`config.mk`:
```
export PLATFORM = sky130hd
export DESIGN_NAME = keywake_ctrl
export DESIGN_NICKNAME = d
export VERILOG_FILES = /design/src/rtl/keywake_pkg.sv /design/src/rtl/keywake_pin_filter.sv /design/src/rtl/keywake_regs.sv /design/src/rtl/keywake_ctrl.sv
export SDC_FILE = /design/constraint.sdc
export NUM_CORES = 1
export LEC_CHECK = 0
export ABC_AREA = 1
export BUFFER_PORTS_ARGS = -buffer_cell sky130_fd_sc_hd__buf_2
export CAP_MARGIN = 5
export CORE_ASPECT_RATIO = 1.75
export CORE_UTILIZATION = 46
export DETAILED_ROUTE_END_ITERATION = 6
export RECOVER_POWER = 50
export SYNTH_ARGS = -nofsm -noshare
export SYNTH_HDL_FRONTEND = slang
export SYNTH_SLANG_ARGS = --single-unit
export TNS_END_PERCENT = 100
```
`constraint.sdc`:
```
create_clock -name clk -period 2.7 [get_ports clk]
set_clock_uncertainty 0.1 [all_clocks]
set_input_delay 0 -clock clk [delete_from_list [all_inputs] [get_ports clk]]
set_output_delay 0 -clock clk [all_outputs]
set_load 0.005 [all_outputs]
```
`src/rtl/keywake_pkg.sv`:
```
package keywake_pkg;

   // Register map: bit 1 selects enables, bit 0 selects the port
   typedef enum logic [1:0] {
      KW_FLAG_P0 = 2'd0,
      KW_FLAG_P1 = 2'd1,
      KW_EN_P0   = 2'd2,
      KW_EN_P1   = 2'd3
   } kw_reg_e;

   localparam int unsigned KW_NUM_PORTS = 2;

endpackage

```
`src/rtl/keywake_pin_filter.sv`:
```
// Per-pin synchronizer, run-mode edge detector and stop-mode low-run filter
module keywake_pin_filter #(
   parameter int unsigned FILT_CYC    = 4,
   parameter int unsigned SYNC_STAGES = 2
) (
   input  logic clk,
   input  logic rst_n,
   input  logic stop_mode,
   input  logic pin_lvl,
   output logic evt
);

   logic [SYNC_STAGES-1:0] sync_q;
   logic                   prev_q;
   logic                   lvl;
   logic                   run_fall;
   logic                   stop_fall;

   assign lvl = sync_q[SYNC_STAGES-1];

   // pads idle high, so the chain resets to 1 to avoid a fake edge
   always_ff @(posedge clk or negedge rst_n) begin
      if (!rst_n) begin
         sync_q <= '1;
         prev_q <= 1'b1;
      end else begin
         sync_q <= {sync_q[SYNC_STAGES-2:0], pin_lvl};
         prev_q <= lvl;
      end
   end

   assign run_fall = prev_q & ~lvl;

   generate
      if (FILT_CYC <= 1) begin : g_nofilt
         assign stop_fall = run_fall;
      end else begin : g_filt
         localparam int unsigned CW = $clog2(FILT_CYC + 1);
         logic [CW-1:0] low_cnt;

         // saturating count of consecutive low samples
         always_ff @(posedge clk or negedge rst_n) begin
            if (!rst_n)
               low_cnt <= '0;
            else if (lvl)
               low_cnt <= '0;
            else if (low_cnt != CW'(FILT_CYC))
               low_cnt <= low_cnt + CW'(1);
         end

         assign stop_fall = ~lvl & (low_cnt == CW'(FILT_CYC - 1));

         assert_filter_prior_low_R8: assert property (@(posedge clk) disable iff (!rst_n)
            stop_fall |-> $past(!lvl));
      end
   endgenerate

   assign evt = stop_mode ? stop_fall : run_fall;

   assert_no_rise_event_R3: assert property (@(posedge clk) disable iff (!rst_n)
      evt |-> !lvl);

endmodule

```
`src/rtl/keywake_regs.sv`:
```
// Sticky flags (write 1 to clear) and enable registers with readback
module keywake_regs
   import keywake_pkg::*;
#(
   parameter int unsigned    PORT_W     = 8,
   parameter int unsigned    NPIN       = 2 * PORT_W,
   parameter logic [NPIN-1:0] VALID_MASK = '1
) (
   input  logic              clk,
   input  logic              rst_n,
   input  logic [NPIN-1:0]   evt,
   input  logic              wr_en,
   input  logic [1:0]        wr_addr,
   input  logic [PORT_W-1:0] wr_data,
   input  logic [1:0]        rd_addr,
   output logic [PORT_W-1:0] rd_data,
   output logic [NPIN-1:0]   flags,
   output logic [NPIN-1:0]   enables
);

   logic [NPIN-1:0] flags_q;
   logic [NPIN-1:0] en_q;
   logic [NPIN-1:0] clr_mask;
   logic [NPIN-1:0] en_next;

   always_comb begin
      clr_mask = '0;
      en_next  = en_q;
      for (int p = 0; p < KW_NUM_PORTS; p++) begin
         if (wr_en && (wr_addr[0] == p[0])) begin
            if (wr_addr[1])
               en_next[p*PORT_W +: PORT_W] = wr_data;
            else
               clr_mask[p*PORT_W +: PORT_W] = wr_data;
         end
      end
   end

   // set beats clear so a colliding edge is never lost
   always_ff @(posedge clk or negedge rst_n) begin
      if (!rst_n) begin
         flags_q <= '0;
         en_q    <= '0;
      end else begin
         flags_q <= ((flags_q & ~clr_mask) | (evt & en_q)) & VALID_MASK;
         en_q    <= en_next & VALID_MASK;
      end
   end

   always_comb begin
      case (kw_reg_e'(rd_addr))
         KW_FLAG_P0: rd_data = flags_q[0      +: PORT_W];
         KW_FLAG_P1: rd_data = flags_q[PORT_W +: PORT_W];
         KW_EN_P0:   rd_data = en_q[0         +: PORT_W];
         default:    rd_data = en_q[PORT_W    +: PORT_W];
      endcase
   end

   assign flags   = flags_q;
   assign enables = en_q;

   assert_flag_sticky_R5: assert property (@(posedge clk) disable iff (!rst_n)
      (($past(flags_q) & ~$past(clr_mask)) & ~flags_q) == '0);

   assert_set_needs_enable_R3: assert property (@(posedge clk) disable iff (!rst_n)
      ((flags_q & ~$past(flags_q)) & ~$past(en_q)) == '0);

endmodule

```
`src/rtl/keywake_ctrl.sv`:
```
// Falling-edge wake-up interrupt controller, two ports
module keywake_ctrl
   import keywake_pkg::*;
#(
   parameter int unsigned PORT_W      = 8,
   parameter int unsigned FILT_CYC    = 4,
   parameter int unsigned SYNC_STAGES = 2,
   parameter int unsigned EXCL_PORT   = 0,
   parameter int unsigned EXCL_BIT    = 7
) (
   input  logic              clk,
   input  logic              rst_n,
   input  logic              stop_mode,
   input  logic [PORT_W-1:0] port0_lvl,
   input  logic [PORT_W-1:0] port1_lvl,
   input  logic              wr_en,
   input  logic [1:0]        wr_addr,
   input  logic [PORT_W-1:0] wr_data,
   input  logic [1:0]        rd_addr,
   output logic [PORT_W-1:0] rd_data,
   output logic              irq,
   output logic              wake
);

   localparam int unsigned     NPIN       = KW_NUM_PORTS * PORT_W;
   localparam int unsigned     EXCL_IDX   = EXCL_PORT * PORT_W + EXCL_BIT;
   localparam logic [NPIN-1:0] VALID_MASK = ~(NPIN'(1) << EXCL_IDX);

   generate
      if (PORT_W < 2 || PORT_W > 16) begin : g_bad_width
         $error("keywake_ctrl: PORT_W out of range");
      end
      if (EXCL_PORT >= KW_NUM_PORTS || EXCL_BIT >= PORT_W) begin : g_bad_excl
         $error("keywake_ctrl: reserved pin outside the ports");
      end
      if (SYNC_STAGES < 2) begin : g_bad_sync
         $error("keywake_ctrl: SYNC_STAGES must be at least 2");
      end
      if (FILT_CYC < 1) begin : g_bad_filt
         $error("keywake_ctrl: FILT_CYC must be at least 1");
      end
   endgenerate

   logic [NPIN-1:0] pins;
   logic [NPIN-1:0] evt;
   logic [NPIN-1:0] flags;
   logic [NPIN-1:0] enables;
   logic            wake_q;

   assign pins = {port1_lvl, port0_lvl};

   generate
      for (genvar i = 0; i < NPIN; i++) begin : g_pin
         keywake_pin_filter #(
            .FILT_CYC   (FILT_CYC),
            .SYNC_STAGES(SYNC_STAGES)
         ) u_pin (
            .clk      (clk),
            .rst_n    (rst_n),
            .stop_mode(stop_mode),
            .pin_lvl  (pins[i]),
            .evt      (evt[i])
         );
      end
   endgenerate

   keywake_regs #(
      .PORT_W    (PORT_W),
      .NPIN      (NPIN),
      .VALID_MASK(VALID_MASK)
   ) u_regs (
      .clk    (clk),
      .rst_n  (rst_n),
      .evt    (evt),
      .wr_en  (wr_en),
      .wr_addr(wr_addr),
      .wr_data(wr_data),
      .rd_addr(rd_addr),
      .rd_data(rd_data),
      .flags  (flags),
      .enables(enables)
   );

   assign irq = |(flags & enables);

   always_ff @(posedge clk or negedge rst_n) begin
      if (!rst_n)
         wake_q <= 1'b0;
      else
         wake_q <= stop_mode & |(evt & enables);
   end

   assign wake = wake_q;

   assert_wake_from_stop_R9: assert property (@(posedge clk) disable iff (!rst_n)
      wake |-> $past(stop_mode));

   assert_wake_flagged_R9: assert property (@(posedge clk) disable iff (!rst_n)
      wake |-> (flags != '0));

   assert_reserved_quiet_R7: assert property (@(posedge clk) disable iff (!rst_n)
      $past(!enables[EXCL_IDX]) |-> !flags[EXCL_IDX]);

endmodule

```
==> Word-level counts from Yosys, hierarchy flattened <==
Cells that the tools add are included.
{ "word_totals": {"mem_bits_ro": 0, "ff_bits": 127, "ramBits": 0, "latchBits": 0, "mem_count": 0, "output_inout_bits": 10} }
{ "classes": {"n_reduce_logical": 23, "addsub": 16, "multipliers": 0, "div": 0, "bitwise_logic": 55, "mux": 52, "n_lt_le_gt_ge": 0, "eq_ne": 34, "n_shift": 0} }
{ "ops": {"columns": ["operator", "count"], "rows": [
  ["$mux W3", 32],
  ["$add A3 B1 Y3 const B", 16],
  ["$and A16 B16 Y16", 3],
  ["$eq A3 B2 Y1 const B", 16],
  ["$ne A3 B3 Y1 const B", 16],
  ["$and A1 B1 Y1", 33],
  ["$reduce_bool A2 Y1", 16],
  ["$reduce_or A16 Y1", 2],
  ["$mux W8", 3],
  ["$pmux W8 S3", 1],
  ["$not A1 Y1", 17],
  ["$mux W1", 16],
  ["$not A16 Y16", 1],
  ["$or A16 B16 Y16", 1],
  ["$reduce_and A2 Y1", 2],
  ["$eq A2 B1 Y1 const B", 1],
  ["$eq A2 B2 Y1 const B", 1],
  ["$logic_and A1 B1 Y1", 2],
  ["$logic_not A2 Y1", 1]
]} }

==> Logic depth before layout (Yosys ltp) <==
{ "depth": {"ltp_word": 6, "ltp_mapped": 10} }

==> Hierarchy <==
Synthesis repeated with hierarchy kept, for this count alone.
{ "hier_totals": {"cells_unflattened": 634, "area_unflattened_um2": 6027.0} }
{ "modules_own_cells": {"columns": ["module", "n_inst", "cells_each", "seq_area_each_um2", "area_per_inst_um2"], "rows": [
  ["keywake_pin_filter", 16, 25, 153.9, 267.8],
  ["keywake_regs", 1, 177, 750.7, 1497.7],
  ["keywake_ctrl", 1, 57, 25.0, 245.2]
]} }

==> Worst setup path after synthesis <==
OpenSTA, ideal clock, no wires.
{ "synth_path": {"kind": "reg-to-reg", "from": "register g_pin[2].u_pin.g_filt.low_cnt[0]", "to": "register wake_q, in the netlist wake", "slack_ns": 1.263, "required_time_ns": 2.485, "t_arrival_ns": 1.221, "stages_incl_launch_ff": 11, "period_less_slack_ns": 1.437, "path_buffers": 0, "cell_sequence": "dfrtp_1 ha_1 ha_1 inv_1 nand2_1 nand3_1 nand2_1 nor2_1 nand2_1 nor2_1 nor2_1"} }
{ "synth_between": {"elab_chain_cells": 6} }
{ "synth_rtl": {"columns": ["item", "line_no", "source"], "rows": [
  ["start: declaration", "keywake_pin_filter.sv:39", "logic [CW-1:0] low_cnt;"],
  ["start signal: assignment", "keywake_pin_filter.sv:48", "low_cnt <= low_cnt + CW'(1);"],
  ["$eq A3 B2 Y1", "keywake_pin_filter.sv:51", "assign stop_fall = ~lvl & (low_cnt == CW'(FILT_CYC - 1));"],
  ["$and A1 B1 Y1", "keywake_pin_filter.sv:51", null],
  ["$mux W1", "keywake_pin_filter.sv:58", "assign evt = stop_mode ? stop_fall : run_fall;"],
  ["$and A16 B16 Y16", "keywake_ctrl.sv:90", "wake_q <= stop_mode & |(evt & enables);"],
  ["$reduce_or A16 Y1", "keywake_ctrl.sv:90", null],
  ["$and A1 B1 Y1", "keywake_ctrl.sv:90", null],
  ["end signal: assignment", "keywake_ctrl.sv:90", null],
  ["end: declaration", "keywake_ctrl.sv:48", "logic wake_q;"]
]} }
No other way between the ends.
A chain may end at the register's enable or synchronous reset.

==> Final worst setup path <==
{ "layout_path": {"from": "register g_pin[12].u_pin.g_filt.low_cnt[0]", "to": "register wake_q, in the netlist wake"} }
{ "layout_between": {"elab_chain_cells": 6} }
{ "layout_rtl": {"columns": ["item", "line_no"], "rows": [
  ["start: declaration", "keywake_pin_filter.sv:39"],
  ["start signal: assignment", "keywake_pin_filter.sv:48"],
  ["$eq A3 B2 Y1", "keywake_pin_filter.sv:51"],
  ["$and A1 B1 Y1", "keywake_pin_filter.sv:51"],
  ["$mux W1", "keywake_pin_filter.sv:58"],
  ["$and A16 B16 Y16", "keywake_ctrl.sv:90"],
  ["$reduce_or A16 Y1", "keywake_ctrl.sv:90"],
  ["$and A1 B1 Y1", "keywake_ctrl.sv:90"]
]} }
No other way between the ends.

==> flow_metrics.tcl <==
set metrics [dict create \
    clk-insertion-delay-late_ps 420 \
    post-route-min-period_ps 1680 \
    placed_area_sq_um 5860 \
    post-dp-hpwl_microns 8090 \
    portBuffers 40 \
    detailroute.via_count 4084 \
    grt_overflow_total 0 \
    netlist_instances 590 \
    h-tree-depth 4 \
    max_cap_violations 0 \
    die-width_microns 84.9 \
    grt_antenna_before_repair 0 \
    rsz0062_at_grt "false" \
    floorplan.core_area_sq_um 11600 \
    worst_r2r_path_depth 10 \
    cts_made_buffers 17 \
    violations "DRC" \
    timing.slew.headroom 0.0448 \
    net_count_after_synthesis 667 \
    final_slew_viol_count 0 \
    most_common_cell_after_layout_fill_and_taps_aside "sky130_fd_sc_hd__inv_1" \
    timing.hold.worst_path_depth 3 \
    post_cts_resize_count 0 \
    finalWeightedCongestion 0.867 \
    end_kind "flip-flop" \
    drt-wirelength-per-cell_microns 13.9 \
    final_antenna_net_count 0 \
    io_pins 42 \
    timing.fmax_mhz 596 \
    grt_pass1_wl_microns 19700 \
    area_growth_pct 21.2 \
    critical_path.startpoint_type "flip-flop" \
    synth_top_cells_by_area "sky130_fd_sc_hd__dfrtp_1 (34%), sky130_fd_sc_hd__dfstp_2 (21%), sky130_fd_sc_hd__ha_1 (10%), sky130_fd_sc_hd__inv_1 (7.7%), sky130_fd_sc_hd__nand2_1 (7.3%)" \
    synth_top_area_share 0.344 \
    power_density_nw_per_um2 895 \
    outcome "finished, violations left" \
    detailedRoute.firstIterationViolations 177 \
    crit_path_max_fanout 2 \
    required_ps 2900 \
    clk_pin_slew_worst_paths_ps 60 \
    grt_use_total 0.206 \
    setup-tns-final_ps 0 \
    max-vdd-ir-drop_v 0.000484 \
    worst-r2r-setup-slack_ps 1020 \
    hold_viol_final 0 \
    tightestPinTransition_ps 1430 \
    yosysWarningCount 0 \
    drt_pass1_iterations 6 \
    clk_root_buffer_cell "sky130_fd_sc_hd__clkbuf_16" \
    grt_start_max_net_pins 66 \
    mostFrequentLayoutCells "sky130_fd_sc_hd__inv_1 (113), sky130_fd_sc_hd__nand2_1 (108), sky130_fd_sc_hd__dfrtp_1 (76), sky130_fd_sc_hd__nor2_1 (60), sky130_fd_sc_hd__o21ai_0 (47)" \
    post_drt_via_cell_ratio 5.00 \
    critical_path_class "reg2reg" \
    grt_pass1_vias 4261 \
    cts_tree "built" \
    clock_sinks 121 \
    reg2reg_to "wake$_DFF_PN0_" \
    cp_data_arrival_time_ps 1870 \
    synthesis.area_sq_um 5530 \
    synth.avg_cell_area_sq_um 9.37 \
    netlist-cell-type-count 27 \
    wirelength_microns 11400 \
    fraction_of_final_layout_cells_sized_beyond_drive_strength_1 0.166 \
    cts_setup_buffers 0 \
    row_count 52 \
    chipHeight_microns 147 \
    die-area_sq_um 12500 \
    final_design_area_no_fill_sq_um 6700 \
    report.final.setup_viol 0 \
    layout.nets 745 \
    synth-seq-cells 121 \
    min_delay_worst_endpoint "wake$_DFF_PN0_" \
    static-leakage-power_nw 3.37 \
    n_antenna_cell 0 \
    fin_crit_sh 0.621 \
    critical_hold_path_startpoint "stop_mode" \
    worst_hold_path_type "in2reg" \
    route.detailed.drc 1 \
    yosysSeqAreaShare 0.558 \
    yosys.area.top_type "sky130_fd_sc_hd__dfrtp_1" \
    start_util 0.475 \
    r2r-start "g_pin[12].u_pin.g_filt.low_cnt[0]$_DFFE_PN0P_" \
    clock_tree.buffer_depth 2 \
]
kinds of logic (layout without fill, tap and decap cells):
kind of cell / count (synthesis) / in the layout / synth area share
adder cells (fa/ha/maj): 45 / 45 / 0.102
multiplexers: 1 / 1 / 0.00204
AO/OA/AOI/OAI: 85 / 85 / 0.0837
flip-flops: 121 / 121 / 0.558
buffers and inverters: 121 / 212 / 0.0901
AND/OR/NAND/NOR: 217 / 217 / 0.165
sequential cells by signal, summed over array words and instances, names as in the netlist:
signal,count
g_pin.u_pin.sync_q,30
u_regs.flags,15
g_pin.u_pin.g_filt.low_cnt,45
wake,1
u_regs.enables,15
g_pin.u_pin.prev_q,15
where the power goes:
part | switching [mW] | internal [mW] | total (mW)
clock | 0.830 | 1.41 | 2.24
combinational | 0.734 | 0.519 | 1.25
sequential | 0.269 | 2.24 | 2.50
cell type report:
class / instances / area, sq um
fill: 1023 / 4950
clock buffer: 19 / 453
tap: 135 / 169
inverter: 115 / 439
clock inverter: 13 / 148
multi-input combinational: 348 / 1950
sequential: 121 / 3080
timing repair buffer: 65 / 460
metrics by stage:
| step | power (mW) | worst slack, ps | hold slack [ps] | cells | util |
|---|---|---|---|---|---|
| 6_report | 6.00 | 1020 | 33.2 | 816 | 0.575 |
| 5_1_grt | 6.42 | 818 | 66.8 | 816 | 0.575 |
| 4_1_cts | 6.08 | 980 | 48.4 | 816 | 0.576 |
| 3_5_place_dp | 3.78 | 1010 | 6.10 | 760 | 0.503 |
| 2_1_floorplan | 3.38 | 1260 | -396 | 590 | - |
| 3_3_place_gp | 3.67 | 1030 | 4.69 | 760 | 0.503 |
synthesized netlist by cell type:
library cell	number
sky130_fd_sc_hd__or2_4	1
sky130_fd_sc_hd__dfrtp_1	76
sky130_fd_sc_hd__o21ai_0	47
sky130_fd_sc_hd__nor2_2	1
sky130_fd_sc_hd__nor2_1	60
sky130_fd_sc_hd__inv_1	113
sky130_fd_sc_hd__o21ai_1	1
sky130_fd_sc_hd__buf_12	1
sky130_fd_sc_hd__o31ai_1	1
sky130_fd_sc_hd__buf_8	1
sky130_fd_sc_hd__inv_2	1
sky130_fd_sc_hd__a21o_1	1
sky130_fd_sc_hd__mux2_2	1
sky130_fd_sc_hd__inv_8	1
sky130_fd_sc_hd__a21oi_1	22
sky130_fd_sc_hd__buf_2	1
sky130_fd_sc_hd__nand4_1	3
sky130_fd_sc_hd__buf_6	1
sky130_fd_sc_hd__dfstp_2	45
sky130_fd_sc_hd__nand3_2	4
sky130_fd_sc_hd__ha_1	45
sky130_fd_sc_hd__nand3_1	27
sky130_fd_sc_hd__nor3_1	12
sky130_fd_sc_hd__clkbuf_1	2
sky130_fd_sc_hd__nor3_2	1
sky130_fd_sc_hd__a211oi_1	13
sky130_fd_sc_hd__nand2_1	108
how the worst max path moves through the flow:
stage / start / end
finish: g_pin[12].u_pin.g_filt.low_cnt[0]$_DFFE_PN0P_ / wake$_DFF_PN0_
global placement: g_pin[12].u_pin.g_filt.low_cnt[0]$_DFFE_PN0P_ / wake$_DFF_PN0_
detailed placement: g_pin[12].u_pin.g_filt.low_cnt[0]$_DFFE_PN0P_ / wake$_DFF_PN0_
floorplan: g_pin[2].u_pin.g_filt.low_cnt[0]$_DFFE_PN0P_ / wake$_DFF_PN0_
CTS: g_pin[12].u_pin.g_filt.low_cnt[0]$_DFFE_PN0P_ / wake$_DFF_PN0_
global route: rst_n / g_pin[13].u_pin.prev_q$_DFF_PN1_
layer usage:
layer / track usage / vias to the layer above / part of all wire
met5: 0 / - / 0
met4: 0.0932 / 0 / 0.023
met3: 0.0489 / 18 / 0.026
met2: 0.369 / 66 / 0.54
met1: 0.228 / 1980 / 0.41
li1: - / 2020 / -
critical path, cell delays in order (launching register included):
cell	delay, ps
sky130_fd_sc_hd__dfrtp_1	380
sky130_fd_sc_hd__ha_1	210
sky130_fd_sc_hd__ha_1	190
sky130_fd_sc_hd__inv_1	60
sky130_fd_sc_hd__nand2_1	40
sky130_fd_sc_hd__nand3_1	170
sky130_fd_sc_hd__nand2_1	70
sky130_fd_sc_hd__nor2_1	140
sky130_fd_sc_hd__nand2_1	70
sky130_fd_sc_hd__nor2_1	90
sky130_fd_sc_hd__nor2_1	60
what timing repair did:
action | in CTS | in global routing
hold endpoints to repair | 101 | 0
hold buffers | 24 | 0
setup endpoints to repair | 0 | 0
No activity file was read; power rests on OpenSTA's default activity.
